File: src/rtl/cfg_loader_pkg.sv
package cfg_loader_pkg;
    localparam int M_W     = 9;
    localparam int N_W     = 3;
    localparam int SS_W    = 4;
    localparam int T_W     = 2;
    localparam int PAD_W   = 3;
    localparam int FRAME_W = SS_W + T_W + PAD_W + N_W + M_W;

    // Frame layout: the first serial bit ends in the MSB
    typedef struct packed {
        logic [SS_W-1:0]  ss;
        logic [T_W-1:0]   tsel;
        logic [PAD_W-1:0] pad;
        logic [N_W-1:0]   n;
        logic [M_W-1:0]   m;
    } frame_t;

    typedef enum logic [T_W-1:0] {
        TST_LOW   = 2'd0,
        TST_SHIFT = 2'd1,
        TST_FB    = 2'd2,
        TST_BANKA = 2'd3
    } test_sel_e;

    typedef struct packed {
        logic [M_W-1:0]  m;
        logic [N_W-1:0]  n;
        logic [SS_W-1:0] ss;
        logic [T_W-1:0]  tsel;
        frame_t          sr;
        logic            sclk_p;
        logic            mr_p;
        logic            relock;
    } cfg_state_t;
endpackage

File: src/rtl/cfg_sync.sv
module cfg_sync #(
    parameter int             W       = 1,
    parameter int             STAGES  = 2,
    parameter logic [W-1:0]   RST_VAL = '0
) (
    input  logic         clk,
    input  logic         rst_n,
    input  logic [W-1:0] d_i,
    output logic [W-1:0] q_o
);
    logic [W-1:0] chain_q [STAGES];

    for (genvar s = 0; s < STAGES; s++) begin : g_stage
        if (s == 0) begin : g_first
            always_ff @(posedge clk or negedge rst_n) begin
                if (!rst_n) chain_q[s] <= RST_VAL;
                else        chain_q[s] <= d_i;
            end
        end else begin : g_next
            always_ff @(posedge clk or negedge rst_n) begin
                if (!rst_n) chain_q[s] <= RST_VAL;
                else        chain_q[s] <= chain_q[s-1];
            end
        end
    end

    assign q_o = chain_q[STAGES-1];
endmodule

File: src/rtl/cfg_test_mux.sv
module cfg_test_mux
    import cfg_loader_pkg::*;
(
    input  logic [T_W-1:0] sel_i,
    input  logic           par_mode_i,
    input  logic           shift_i,
    input  logic           fb_i,
    input  logic           banka_i,
    output logic           test_o
);
    always_comb begin
        test_o = 1'b0;
        if (!par_mode_i) begin
            case (test_sel_e'(sel_i))
                TST_SHIFT: test_o = shift_i;
                TST_FB:    test_o = fb_i;
                TST_BANKA: test_o = banka_i;
                default:   test_o = 1'b0;
            endcase
        end
    end
endmodule

File: src/rtl/cfg_loader_top.sv
module cfg_loader_top
    import cfg_loader_pkg::*;
#(
    parameter logic [M_W-1:0] M_RST       = 9'd30,
    parameter logic [N_W-1:0] N_RST       = 3'b001,
    parameter int             SYNC_STAGES = 2
) (
    input  logic            clk,
    input  logic            rst_n,
    input  logic [M_W-1:0]  mpin_i,
    input  logic [N_W-1:0]  npin_i,
    input  logic            strobe_n_i,
    input  logic            ser_dat_i,
    input  logic            ser_clk_i,
    input  logic            ser_ld_i,
    input  logic            master_rst_i,
    input  logic            fbdiv_clk_i,
    input  logic            banka_clk_i,
    output logic [M_W-1:0]  m_o,
    output logic [N_W-1:0]  n_o,
    output logic [SS_W-1:0] ss_o,
    output logic [T_W-1:0]  tsel_o,
    output logic            test_o,
    output logic            relock_o
);
    localparam int CTRL_W = 5;
    localparam int PIN_W  = M_W + N_W + CTRL_W;
    // strobe idles high so reset does not enter parallel mode
    localparam logic [PIN_W-1:0] PIN_RST = PIN_W'(5'b10000);

    logic [PIN_W-1:0] pins_raw, pins_s;
    logic [M_W-1:0]   m_s;
    logic [N_W-1:0]   n_s;
    logic             strb_s, sdat_s, sclk_s, ld_s, mr_s;

    assign pins_raw = {mpin_i, npin_i, strobe_n_i, ser_dat_i, ser_clk_i,
                       ser_ld_i, master_rst_i};

    cfg_sync #(
        .W       (PIN_W),
        .STAGES  (SYNC_STAGES),
        .RST_VAL (PIN_RST)
    ) u_sync (
        .clk   (clk),
        .rst_n (rst_n),
        .d_i   (pins_raw),
        .q_o   (pins_s)
    );

    assign {m_s, n_s, strb_s, sdat_s, sclk_s, ld_s, mr_s} = pins_s;

    cfg_state_t st_d, st_q;

    always_comb begin
        st_d        = st_q;
        st_d.sclk_p = sclk_s;
        st_d.mr_p   = mr_s;
        if (!strb_s) begin
            st_d.m  = m_s;
            st_d.n  = n_s;
            st_d.ss = '0;
        end else begin
            if (sclk_s && !st_q.sclk_p) begin
                st_d.sr = frame_t'({st_q.sr[FRAME_W-2:0], sdat_s});
            end
            if (ld_s) begin
                st_d.m    = st_d.sr.m;
                st_d.n    = st_d.sr.n;
                st_d.ss   = st_d.sr.ss;
                st_d.tsel = st_d.sr.tsel;
            end
        end
        st_d.relock = (st_d.m != st_q.m) || (st_q.mr_p && !mr_s);
    end

    always_ff @(posedge clk or negedge rst_n) begin
        if (!rst_n) begin
            st_q        <= '0;
            st_q.m      <= M_RST;
            st_q.n      <= N_RST;
        end else begin
            st_q <= st_d;
        end
    end

    cfg_test_mux u_tmux (
        .sel_i      (st_q.tsel),
        .par_mode_i (!strb_s),
        .shift_i    (st_q.sr[FRAME_W-1]),
        .fb_i       (fbdiv_clk_i),
        .banka_i    (banka_clk_i),
        .test_o     (test_o)
    );

    assign m_o      = st_q.m;
    assign n_o      = st_q.n;
    assign ss_o     = st_q.ss;
    assign tsel_o   = st_q.tsel;
    assign relock_o = st_q.relock;
endmodule

File: config.mk
export PLATFORM = sky130hd
export DESIGN_NAME = cfg_loader_top
export DESIGN_NICKNAME = d
export VERILOG_FILES = /design/src/rtl/cfg_loader_pkg.sv /design/src/rtl/cfg_sync.sv /design/src/rtl/cfg_test_mux.sv /design/src/rtl/cfg_loader_top.sv
export SDC_FILE = /design/constraint.sdc
export NUM_CORES = 1
export LEC_CHECK = 0
export ABC_AREA = 1
export BUFFER_PORTS_ARGS = -buffer_cell sky130_fd_sc_hd__buf_2
export CAP_MARGIN = 20
export CORE_MARGIN = 2
export CORE_UTILIZATION = 24
export CTS_BUF_LIST = sky130_fd_sc_hd__clkbuf_16
export DETAILED_ROUTE_END_ITERATION = 10
export GPL_ROUTABILITY_DRIVEN = 0
export SYNTH_ARGS = -nofsm -noshare
export SYNTH_HDL_FRONTEND = slang
export SYNTH_SLANG_ARGS = --single-unit
File: constraint.sdc
create_clock -name clk -period 1.8 [get_ports clk]
set_input_delay 0.27 -clock clk [delete_from_list [all_inputs] [get_ports clk]]
set_output_delay 0.27 -clock clk [all_outputs]
set_load 0.005 [all_outputs]
# == Yosys cells after proc, flatten, opt, wreduce, memory -nomap -nowiden ==
# Cells that the tools add are included.
# totals
reg_bits,76
in_bits,21
# classes
n_eq_ne,5
n_mux,5
reduce_logical,7
# ops
operator,n
two-way mux 21 bit,1
two-way mux 18 bit,1
two-way mux 16 bit,1
!= test 9 bit,1
"equality test 2 bit, second input constant",2
AND reduction 2 bit,2
one-hot mux 1 bit (3 select lines),1
"equality test 2 x 1 -> 1 bit, second input constant",1
logical AND 1 bit,2
logical NOT 1 bit,2
"!= test 2 bit, second input constant",1
logical OR 1 bit,1
two-way mux 1 bit,1

# == Logic depth before layout (Yosys ltp) ==
# Gate-level depths: netlist of the first run.
# depth
word_depth,7
mapped_depth,12
depth_no_buf,12

# == Hierarchy ==
# A second synthesis of the first run with hierarchy kept.
# unflattened
cells_unflattened,323
hier_area_um2,3280.6
# modules_own_cells
module,instances,cells_per_inst,area_each_um2
cfg_loader_top,1,263,2259.7
cfg_sync,1,51,980.9
cfg_test_mux,1,9,40.0

# == Worst setup path before layout of the first run ==
# OpenSTA, ideal clock, no wires.
# synth_timing
kind,register to register
start,register u_sync.chain_q (netlist bit u_sync.q_o[4])
end,register st_q (netlist bit relock_o)
setup_time_ns,0.119
t_arrival_ns,1.300
slack_ns,0.382
path_stages_with_launch,10
n_path_buf,1
period_less_slack_ns,1.418
path_cell_list,dfstp_2 > buf_6 > nand2_1 > or2_0 > nand3_2 > nor2_1 > nor2_1 > nand2_1 > nor2_1 > nand2_1
# synth_rtl
item,line,source
"start, declared",cfg_sync.sv:11,logic [W-1:0] chain_q [STAGES];
"start signal, assigned by index",cfg_sync.sv:22,else chain_q[s] <= chain_q[s-1];
"end signal, assigned",cfg_loader_top.sv:82,st_q <= st_d;
"end, declared",cfg_loader_top.sv:52,"cfg_state_t st_d, st_q;"

# == Worst setup path after layout of the first run ==
# layout_timing
start,register st_q (netlist bit tsel_o[1])
end,output test_o
# layout_between
elab_chain_len,3
# layout_rtl
item,line,source
equality test 2 bit / equality test 2 x 1 -> 1 bit (equally long branches),cfg_test_mux.sv:14,case (test_sel_e'(sel_i))
one-hot mux 1 bit (3 select lines) *,cfg_test_mux.sv:14,
two-way mux 1 bit *,cfg_test_mux.sv:13,if (!par_mode_i) begin
"end, declared",cfg_loader_top.sv:23,"output logic test_o,"
# Every way passes the cells marked *; elsewhere a longest branch is shown, timed or not.

==> flow_summary.toml, run 1 <==
[synthesis]
ys_ff_latch = 76
syn_nets = 334
synth_top_area_share_pct = 55.2
yosysWarnings = 0
synthArstFlopShare_pct = 100
synth_ff_type = "dfrtp_1"
synth_top_cells_by_count = "dfrtp_1 (69), nand2_1 (69), inv_1 (35)"
syn_inst = 313
synth_largest_area_cell = "dfrtp_1"
netlist_area_mm2 = 0.00313
synth_edf_count = 0
synth_area_leaders = "dfrtp_1 (55%), nand2_1 (8.3%), dfstp_2 (5.9%)"
synth.distinct_cells = 26
synth_area_per_cell_um2 = 9.99
ys_seq_area_share_pct = 61.1

[power_and_ir_drop]
pwr-share-seq_pct = 49.9
leakagePower_nw = 1.83
p_sw_mw = 1.17
pwr-share-clk_pct = 35.3
combPwrFrac_pct = 14.7
ir_worst_vdd_mv = 0.454
power_density_mw_per_mm2 = 1180
p_sw_share_pct = 27.0
power.internal_mw = 3.18

[clock_tree]
tritoncts = "built"
cts_max_level = 3
clk_path_buf_depth = 2
numClockSinks = 76
cts_inserted_buffers = 9
cts_root_buffer = "clkbuf_16"
clkSlewWorstSetupHoldPaths_ns = 0.06
insertion_delay_ns = 0.33
cts_resized = 0

[grt]
grt_antenna_before_repair = 0
grt_pass1_vias = 2092
grt_max_degree = 40
grt_pass1_wl_um = 10400
overflow = 0
gr-usage-all-layers_pct = 9.51

[final_layout]
final_nets = 366
antenna_cells = 0
area_growth_pct = 17.4
drive_above_1_share_pct = 24.3

[timing]
rsz0062_at_grt = "no"
tns_ns = 0
fmax_mhz = 609
period_minus_slack_ns = 1.64
finalCritPeriodShare_pct = 91.2
drv_slew = 0
hold_viol = 0
fin_skew_ns = 0.00833
relSlewSlack_pct = 73.7
setup_viol = 0
holdWs_ns = 0.0476
tightestPinTransition_ns = 0.394

[floorplan]
die_h_um = 118
die_w_um = 118
core.rowCount = 41
ios = 41
initial_core_util_pct = 24.7
dieArea_mm2 = 0.0140
core_mm2 = 0.0127

[setup_path]
path_max_fanout = 4
r2r_start = "u_sync.q_o[4]"
max_stage_delay_ns = 0.41
crit_path_end = "test_o"
path_cells = "o32ai_1, nand2_1, inv_1, buf_2"
reg2reg_to = "relock_o"
critPathKind = "flop to primary output"
startpoint = "tsel_o[1]"
rr_worst_depth = 11
crit_required_ns = 1.53
endpoint_kind = "primary output"
start_kind = "flop"
crit_arrival_ns = 1.37
r2r_slack_ns = 0.19
crit_slowest_cell = "dfrtp_1"

[placed_design]
port-buffer-count = 40
hpwl_um = 4500

[routing]
ant_nets = 0
wirelength_um = 6050
route.detailed.drc = 0
first_pass_iters = 4
viasPerCell = 3.90
vias = 2037
drtIter0Drc = 111
drt-wirelength-per-cell_um = 11.6

[job]
drv_cap = 0

[min_path]
holdCritPathClass = "primary input to flop"

[run_status]
status = "complete, no violations"
-- worst min path at each step --
stage / startpoint / to / slack, ns / depth (start not counted)
3_5_place_dp: rst_n / relock_o / 0.18 / 1
6_report: strobe_n_i / u_sync.chain_q[21] / 0.05 / 1
4_1_cts: ser_ld_i / u_sync.chain_q[18] / 0.03 / 1
3_3_place_gp: rst_n / relock_o / 0.18 / 1
2_1_floorplan: rst_n / m_o[0] / -0.03 / 0
5_1_grt: mpin_i[0] / u_sync.chain_q[25] / 0.03 / 1
-- power groups by stage --
| stage | Clock (mW) | Sequential, mW | Combinational, mW |
|---|---|---|---|
| floorplan | 0 | 2.14 | 0.521 |
| global placement | 0 | 2.19 | 0.636 |
| detailed placement | 0 | 2.20 | 0.650 |
| CTS | 1.60 | 2.17 | 0.654 |
| global route | 1.67 | 2.22 | 0.743 |
| finish | 1.54 | 2.17 | 0.641 |
-- cells by family (layout without fill, tap and decap cells) --
logic type	count (synthesis)	after routing	share of synthesized area, %
flops	76	76	61.1
buf+inv	66	103	11.2
compound gates	34	34	5.64
mux	11	11	3.96
simple gates	126	126	18.1
-- per-layer routing --
layer | part of all wire, % | wire length, um | track usage [%] | vias to the layer above
li1 | - | - | - | 1034
met3 | 4.0 | 243 | 2.65 | 14
met2 | 44 | 2670 | 13.8 | 41
met5 | 0 | 0 | 0 | -
met1 | 49 | 2950 | 12.7 | 948
met4 | 3.1 | 185 | 5.50 | 0
-- state kept, by name, summed over array words and instances (netlist names) --
name,cells
st_q,23
u_sync.chain_q,17
u_sync.q_o,17
m_o,9
ss_o,4
n_o,3
tsel_o,2
relock_o,1
-- cell usage in the layout (no fill, tap or decap) --
cell and n:
buf_12 1, buf_4 7, o32ai_1 1, or2_4 1, or2_1 3, o21ai_0 21, buf_2 39, dfstp_2 7
nand2_1 69, mux2_2 11, nand3b_1 1, nand3_2 1, clkinvlp_4 1, nand2_4 1, a22oi_1 1, nor2_1 10
clkbuf_16 9, or2_0 5, or2_2 1, nand2_2 2, inv_2 3, dfrtp_1 69, a21oi_1 11, clkinv_1 2
nand3_1 30, inv_1 39, nand4_1 2, clkinv_2 1, dlygate4sd3_1 1
-- final cells by class --
| class | instances | area [um^2] |
|---|---|---|
| clock buffers | 9 | 225 |
| multi-input cells | 171 | 866 |
| repair buffers | 48 | 278 |
| flip-flops and latches | 76 | 1910 |
| inverters | 39 | 146 |
| well taps | 172 | 215 |
| fillers | 1323 | 9000 |
| clock inverters | 7 | 31.3 |
-- through the flow --
| step | total power [mW] | utilization [%] | instance area [um^2] | std cells | worst slack, ns |
|---|---|---|---|---|---|
| finish | 4.35 | 29.0 | 3670 | 522 | 0.158 |
| global placement | 2.83 | 26.9 | 3410 | 505 | 0.243 |
| floorplan | 2.66 | - | 3130 | 313 | 0.382 |
| detailed placement | 2.85 | 26.9 | 3410 | 505 | 0.195 |
| CTS | 4.43 | 29.0 | 3670 | 522 | 0.127 |
| global route | 4.63 | 29.0 | 3670 | 522 | 0.00615 |
-- repair_timing --
item,in CTS,in global routing
hold buffers,1,0
endpoints found under the hold margin,17,0
setup endpoints to repair,0,0
setup buffers,0,0
-- critical path: cells and delay by family (launching register included) --
family          cells  cell delay (ns)
compound gates      1             0.33
buf+inv             2             0.17
simple gates        1             0.13
flops               1             0.41
(Power assumes the default switching activity.)
==> inputs of run 2 (changes only) <==
--- a/config.mk
+++ b/config.mk
@@ -13,6 +13,7 @@
 export CTS_BUF_LIST = sky130_fd_sc_hd__clkbuf_16
 export DETAILED_ROUTE_END_ITERATION = 10
 export GPL_ROUTABILITY_DRIVEN = 0
+export PLACE_DENSITY = 0.4
 export SYNTH_ARGS = -nofsm -noshare
 export SYNTH_HDL_FRONTEND = slang
 export SYNTH_SLANG_ARGS = --single-unit
==> run 2 against run 1 <==
Sequential power about the same. First-iteration DRC count decreased by 43%. Non-clock buffer count unchanged. Critical endpoint unchanged. Register-to-register slack barely moved. Highest routed layer unchanged. Largest power group is now the clock network. Sequential share of layout area shrank 1.9 points. Combinational power decreased by 0.9%. Clock skew shrank 0.0028 ns. Fmax decreased by 3.1%. Flip-flop and latch count unchanged. Critical path type unchanged. Cell area rose by 3.9%.
==> flow_summary.toml, run 2 (synthesized netlist as in run 1, its figures left out) <==
[setup_path]
critPathKind = "flop to primary output"
start_kind = "flop"
path_max_fanout = 10
endpoint_kind = "primary output"
crit_required_ns = 1.53
crit_arrival_ns = 1.42

[power_and_ir_drop]
pwr-share-clk_pct = 45.3
combPwrFrac_pct = 12.4
p_sw_mw = 1.24
ir_worst_vdd_mv = 0.506
p_sw_share_pct = 24.1
leakagePower_nw = 1.88
pwr-share-seq_pct = 42.3
power.internal_mw = 3.90
power_density_mw_per_mm2 = 1350

[clock_tree]
tritoncts = "built"
clkSlewWorstSetupHoldPaths_ns = 0.06
clk_path_buf_depth = 2
cts_inserted_buffers = 9
cts_max_level = 3
numClockSinks = 76
insertion_delay_ns = 0.33
cts_root_buffer = "clkbuf_16"

[routing]
drtIter0Drc = 63
drt-wirelength-per-cell_um = 12.4
viasPerCell = 3.95
ant_nets = 0
vias = 2062
route.detailed.drc = 0
first_pass_iters = 4
wirelength_um = 6470

[timing]
drv_slew = 0
fmax_mhz = 590
finalCritPeriodShare_pct = 94.2
rsz0062_at_grt = "yes"
period_minus_slack_ns = 1.70
setup_viol = 0
hold_viol = 0
tightestPinTransition_ns = 0.428
fin_skew_ns = 0.00554
layout_setup_ws_ns = 0.105
relSlewSlack_pct = 71.4

[floorplan]
ios = 41
core_mm2 = 0.0127
initial_core_util_pct = 24.7
die_h_um = 118
dieArea_mm2 = 0.0140
die_w_um = 118
core.rowCount = 41

[grt]
gr-usage-all-layers_pct = 10.3
grt_pass1_vias = 2121
top_usage_layer = "met2"
grt_max_degree = 34
use_met3_pct = 2.56
met2_usage_pct = 15.0
grt_antenna_before_repair = 0
overflow = 0
grtUsageMet1_pct = 13.8
grt_pass1_wl_um = 11000

[final_layout]
final_nets = 366
fill_cells = 1355
final_common_cell = "nand2_1"
largest_reg_flops = 23
area_growth_pct = 22.0
drive_above_1_share_pct = 25.7
regMostFlops = "st_q"
final_area_mm2 = 0.00382
antenna_cells = 0
layout.cells.most_common_list = "nand2_1 (69), dfrtp_1 (68), buf_2 (39), inv_1 (35), nand3_1 (30)"

[run_status]
status = "complete, no violations"

[placed_design]
port-buffer-count = 40
pre_cts_ws_ns = 0.138
postPlaceCellArea_mm2 = 0.00341
hpwl_um = 4710

[min_path]
holdCritPathClass = "primary input to flop"

[job]
drv_cap = 0
-- run 2: worst paths after layout --
kind	from	to	slack, ns	depth (start not counted)
worst max register to register	u_sync.q_o[4]	relock_o	0.20	9
worst min-delay path	mpin_i[6]	u_sync.chain_q[31]	0.04	1
worst max-delay path	u_sync.q_o[4]	test_o	0.11	5
worst min register to register	u_sync.chain_q[30]	u_sync.q_o[13]	0.35	0
min in group asynchronous	rst_n	u_sync.chain_q[24]	0.40	2
max in group asynchronous	rst_n	u_sync.q_o[2]	0.82	3
-- run 2: per-layer routing --
metal | vias up | wire length (um)
li1 | 1039 | -
met1 | 969 | 3120
met2 | 43 | 2900
met3 | 11 | 312
met4 | 0 | 143
met5 | - | 0
-- run 2: area by class of cell --
cell class                      instances  area [um^2]  share of cell area (%)
Inverter                               39          146                    3.84
Tap cell                              172          215                    5.64
Clock inverter                          7          163                    4.26
Timing Repair Buffer                   48          289                    7.57
Multi-Input combinational cell        171          866                    22.7
Sequential cell                        76         1910                    50.1
Clock buffer                            9          225                    5.90
-- run 2: critical path, cell delays in order, from the launching register on --
cell and delay, ns:
dfstp_2 0.59, buf_6 0.16, buf_4 0.12, nand2_1 0.06, inv_1 0.06, buf_2 0.11
-- run 2: power by group through the flow --
stage          clock network, mW  logic (mW)  registers, mW
5_1_grt                     2.48       0.750           2.22
3_5_place_dp                   0       0.646           2.21
2_1_floorplan                  0       0.521           2.14
4_1_cts                     2.40       0.650           2.18
3_3_place_gp                   0       0.643           2.20
6_report                    2.33       0.635           2.18
-- run 2: timing repair --
action | CTS | global route
gates resized for setup | 0 | 4
setup endpoints to repair | 0 | 2
endpoints found under the hold margin | 20 | 0
setup buffers | 0 | 0
hold buffers | 1 | 0
-- run 2: metrics by stage --
stage	TNS [ns]	util (%)	total power, mW	hold WS, ns	instances
after floorplan	0	-	2.66	-0.0256	313
after global placement	0	26.9	2.85	0.217	505
after detailed placement	0	26.9	2.85	0.221	505
after CTS	0	30.0	5.23	0.0247	522
after global routing	-0.00606	30.1	5.45	0.0205	522
final	0	30.1	5.14	0.0390	522
==> inputs of run 3 (changes only) <==
--- a/config.mk
+++ b/config.mk
@@ -13,7 +13,9 @@
 export CTS_BUF_LIST = sky130_fd_sc_hd__clkbuf_16
 export DETAILED_ROUTE_END_ITERATION = 10
 export GPL_ROUTABILITY_DRIVEN = 0
+export MAX_ROUTING_LAYER = met4
 export PLACE_DENSITY = 0.4
 export SYNTH_ARGS = -nofsm -noshare
 export SYNTH_HDL_FRONTEND = slang
+export SYNTH_HIERARCHICAL = 1
 export SYNTH_SLANG_ARGS = --single-unit
==> run 3 against run 2 <==
Clock power shrank 14%. Register-to-register slack gained 0.03 ns. Largest power group is now sequential cells. Worst setup slack gained 0.093 ns.
==> flow_summary.toml, run 3 <==
[run_status]
status = "complete, no violations"

[setup_path]
critPathKind = "flop to primary output"
r2r_slack_ns = 0.23
crit_required_ns = 1.53
reg2reg_to = "st_q[21]"
crit_arrival_ns = 1.33
endpoint_kind = "primary output"
startpoint = "u_sync/q_o[4]"
path_max_fanout = 6
r2r_start = "st_q[2]"
crit_path_end = "test_o"
rr_worst_depth = 6
start_kind = "flop"

[final_layout]
fin_util_pct = 28.4
area_growth_pct = 14.9
final_nets = 359
final_common_cell = "dfrtp_1"
antenna_cells = 0
layout.cells.most_common_list = "dfrtp_1 (69), nand2_1 (57), buf_2 (39), inv_1 (31), nand3_1 (29)"
largest_reg_flops = 23
regMostFlops = "st_q"
drive_above_1_share_pct = 30.2

[timing]
fmax_mhz = 624
rsz0062_at_grt = "no"
tns_ns = 0
relSlewSlack_pct = 72.0
finalCritPeriodShare_pct = 89.0
period_minus_slack_ns = 1.60
drv_slew = 0
tightestPinTransition_ns = 0.419
setup_viol = 0
hold_viol = 0
holdWs_ns = 0.0392
fin_skew_ns = 0.00427

[power_and_ir_drop]
leakagePower_nw = 1.84
ir_worst_vdd_mv = 0.328
power_density_mw_per_mm2 = 1280

[clock_tree]
cts_resized = 0
cts_max_level = 3
cts_root_buffer = "clkbuf_16"
clk_path_buf_depth = 2
insertion_delay_ns = 0.33
clkSlewWorstSetupHoldPaths_ns = 0.05
numClockSinks = 76
cts_inserted_buffers = 9
tritoncts = "built"

[floorplan]
die_h_um = 121
initial_core_util_pct = 24.7
core.rowCount = 42
core_mm2 = 0.0133
die_w_um = 121
ios = 41
dieArea_mm2 = 0.0146

[synthesis]
synth_area_per_cell_um2 = 10.2
syn_nets = 344
synth_top_area_share_pct = 52.6
syn_inst = 323
yosysWarnings = 6
synth_largest_area_cell = "dfrtp_1"
synth_edf_count = 0
synthArstFlopShare_pct = 100
synth_ff_type = "dfrtp_1"
netlist_area_mm2 = 0.00328
ys_seq_area_share_pct = 58.2
synth_top_cells_by_count = "dfrtp_1 (69), nand2_1 (57), buf_4 (39)"
ys_ff_latch = 76
synth.most_common_cell = "dfrtp_1"
synth.distinct_cells = 25
synth_area_leaders = "dfrtp_1 (53%), buf_4 (8.9%), nand2_1 (6.5%)"

[min_path]
hold_depth = 1
holdCritPathClass = "primary input to flop"

[routing]
vias = 2045
ant_nets = 0
route.detailed.drc = 0
viasPerCell = 3.96
drtIter0Drc = 82
drt-wirelength-per-cell_um = 12.3
first_pass_iters = 4
wirelength_um = 6350

[grt]
grt_pass1_vias = 2060
grt_antenna_before_repair = 0
overflow = 0
gr-usage-all-layers_pct = 10.1
grt_max_degree = 39
grt_pass1_wl_um = 10600

[job]
drv_cap = 0

[placed_design]
port-buffer-count = 40
hpwl_um = 4560
==> run 3: changes by cell type after synthesis, moves of 3 or more <==
cell / previous run / this run
inv_1: 35 / 31
or2_2: 1 / 8
mux2_1: 0 / 3
o21ai_0: 21 / 11
nand3_2: 1 / 4
nand2_1: 69 / 57
or2_0: 5 / 0
a21oi_1: 11 / 14
buf_4: 19 / 39
o21ai_1: 0 / 6
==> run 3: where the power goes <==
group	internal, mW	switching, mW
registers	1.98	0.203
clock network	1.33	0.662
logic	0.303	0.340
total	3.62	1.21
==> run 3: metal layers <==
| layer | vias to the layer above | global-route usage, % | wire length (um) |
|---|---|---|---|
| li1 | 1021 | - | - |
| met1 | 975 | 13.7 | 3100 |
| met2 | 39 | 13.9 | 2900 |
| met3 | 10 | 2.21 | 186 |
| met4 | 0 | 5.60 | 154 |
| met5 | - | - | 0 |
==> run 3: timing repair <==
action	in CTS	in global routing
setup buffers	0	0
hold endpoints to repair	22	0
hold buffers	1	0
==> run 3: cell families (layout without fill, tap and decap cells) <==
logic type,Yosys count,in the layout,share of synthesized area (%)
buffers and inverters,80,98,14.5
AND/OR/NAND/NOR,120,120,17.3
flip-flops,76,76,58.2
multiplexers,13,13,4.46
AO/OA/AOI/OAI,34,34,5.53
==> run 3: worst min path at each step <==
| stage | startpoint | slack [ns] | endpoint |
|---|---|---|---|
| after detailed placement | rst_n | 0.23 | u_sync/chain_q[24] |
| after CTS | npin_i[2] | 0.02 | u_sync/chain_q[24] |
| after floorplan | rst_n | -0.03 | m_o[0] |
| after global placement | rst_n | 0.23 | u_sync/chain_q[24] |
| final | strobe_n_i | 0.04 | u_sync/chain_q[21] |
| after global routing | npin_i[2] | 0.02 | u_sync/chain_q[24] |
==> run 3: worst max-delay path, stage by stage (launching register included) <==
cell and delay (ns):
dfstp_2 0.57, inv_1 0.12, a21oi_2 0.12, nand2_1 0.06
inv_1 0.04, buf_2 0.10
==> run 3: layout make-up <==
class,count,area [um^2]
clock buffers,9,225
clock inverters,5,103
fillers,1373,9530
inverters,36,139
multi-input cells,167,895
flip-flops and latches,76,1910
well taps,176,220
repair buffers,48,278
==> run 3: metrics by stage <==
stage	instances	setup WS (ns)	cell area, um^2	power, mW
3_3_place_gp	502	0.243	3430	2.86
4_1_cts	517	0.158	3770	4.90
6_report	517	0.198	3770	4.82
5_1_grt	517	0.0310	3770	5.12
3_5_place_dp	502	0.242	3430	2.87
2_1_floorplan	323	0.325	3280	2.71
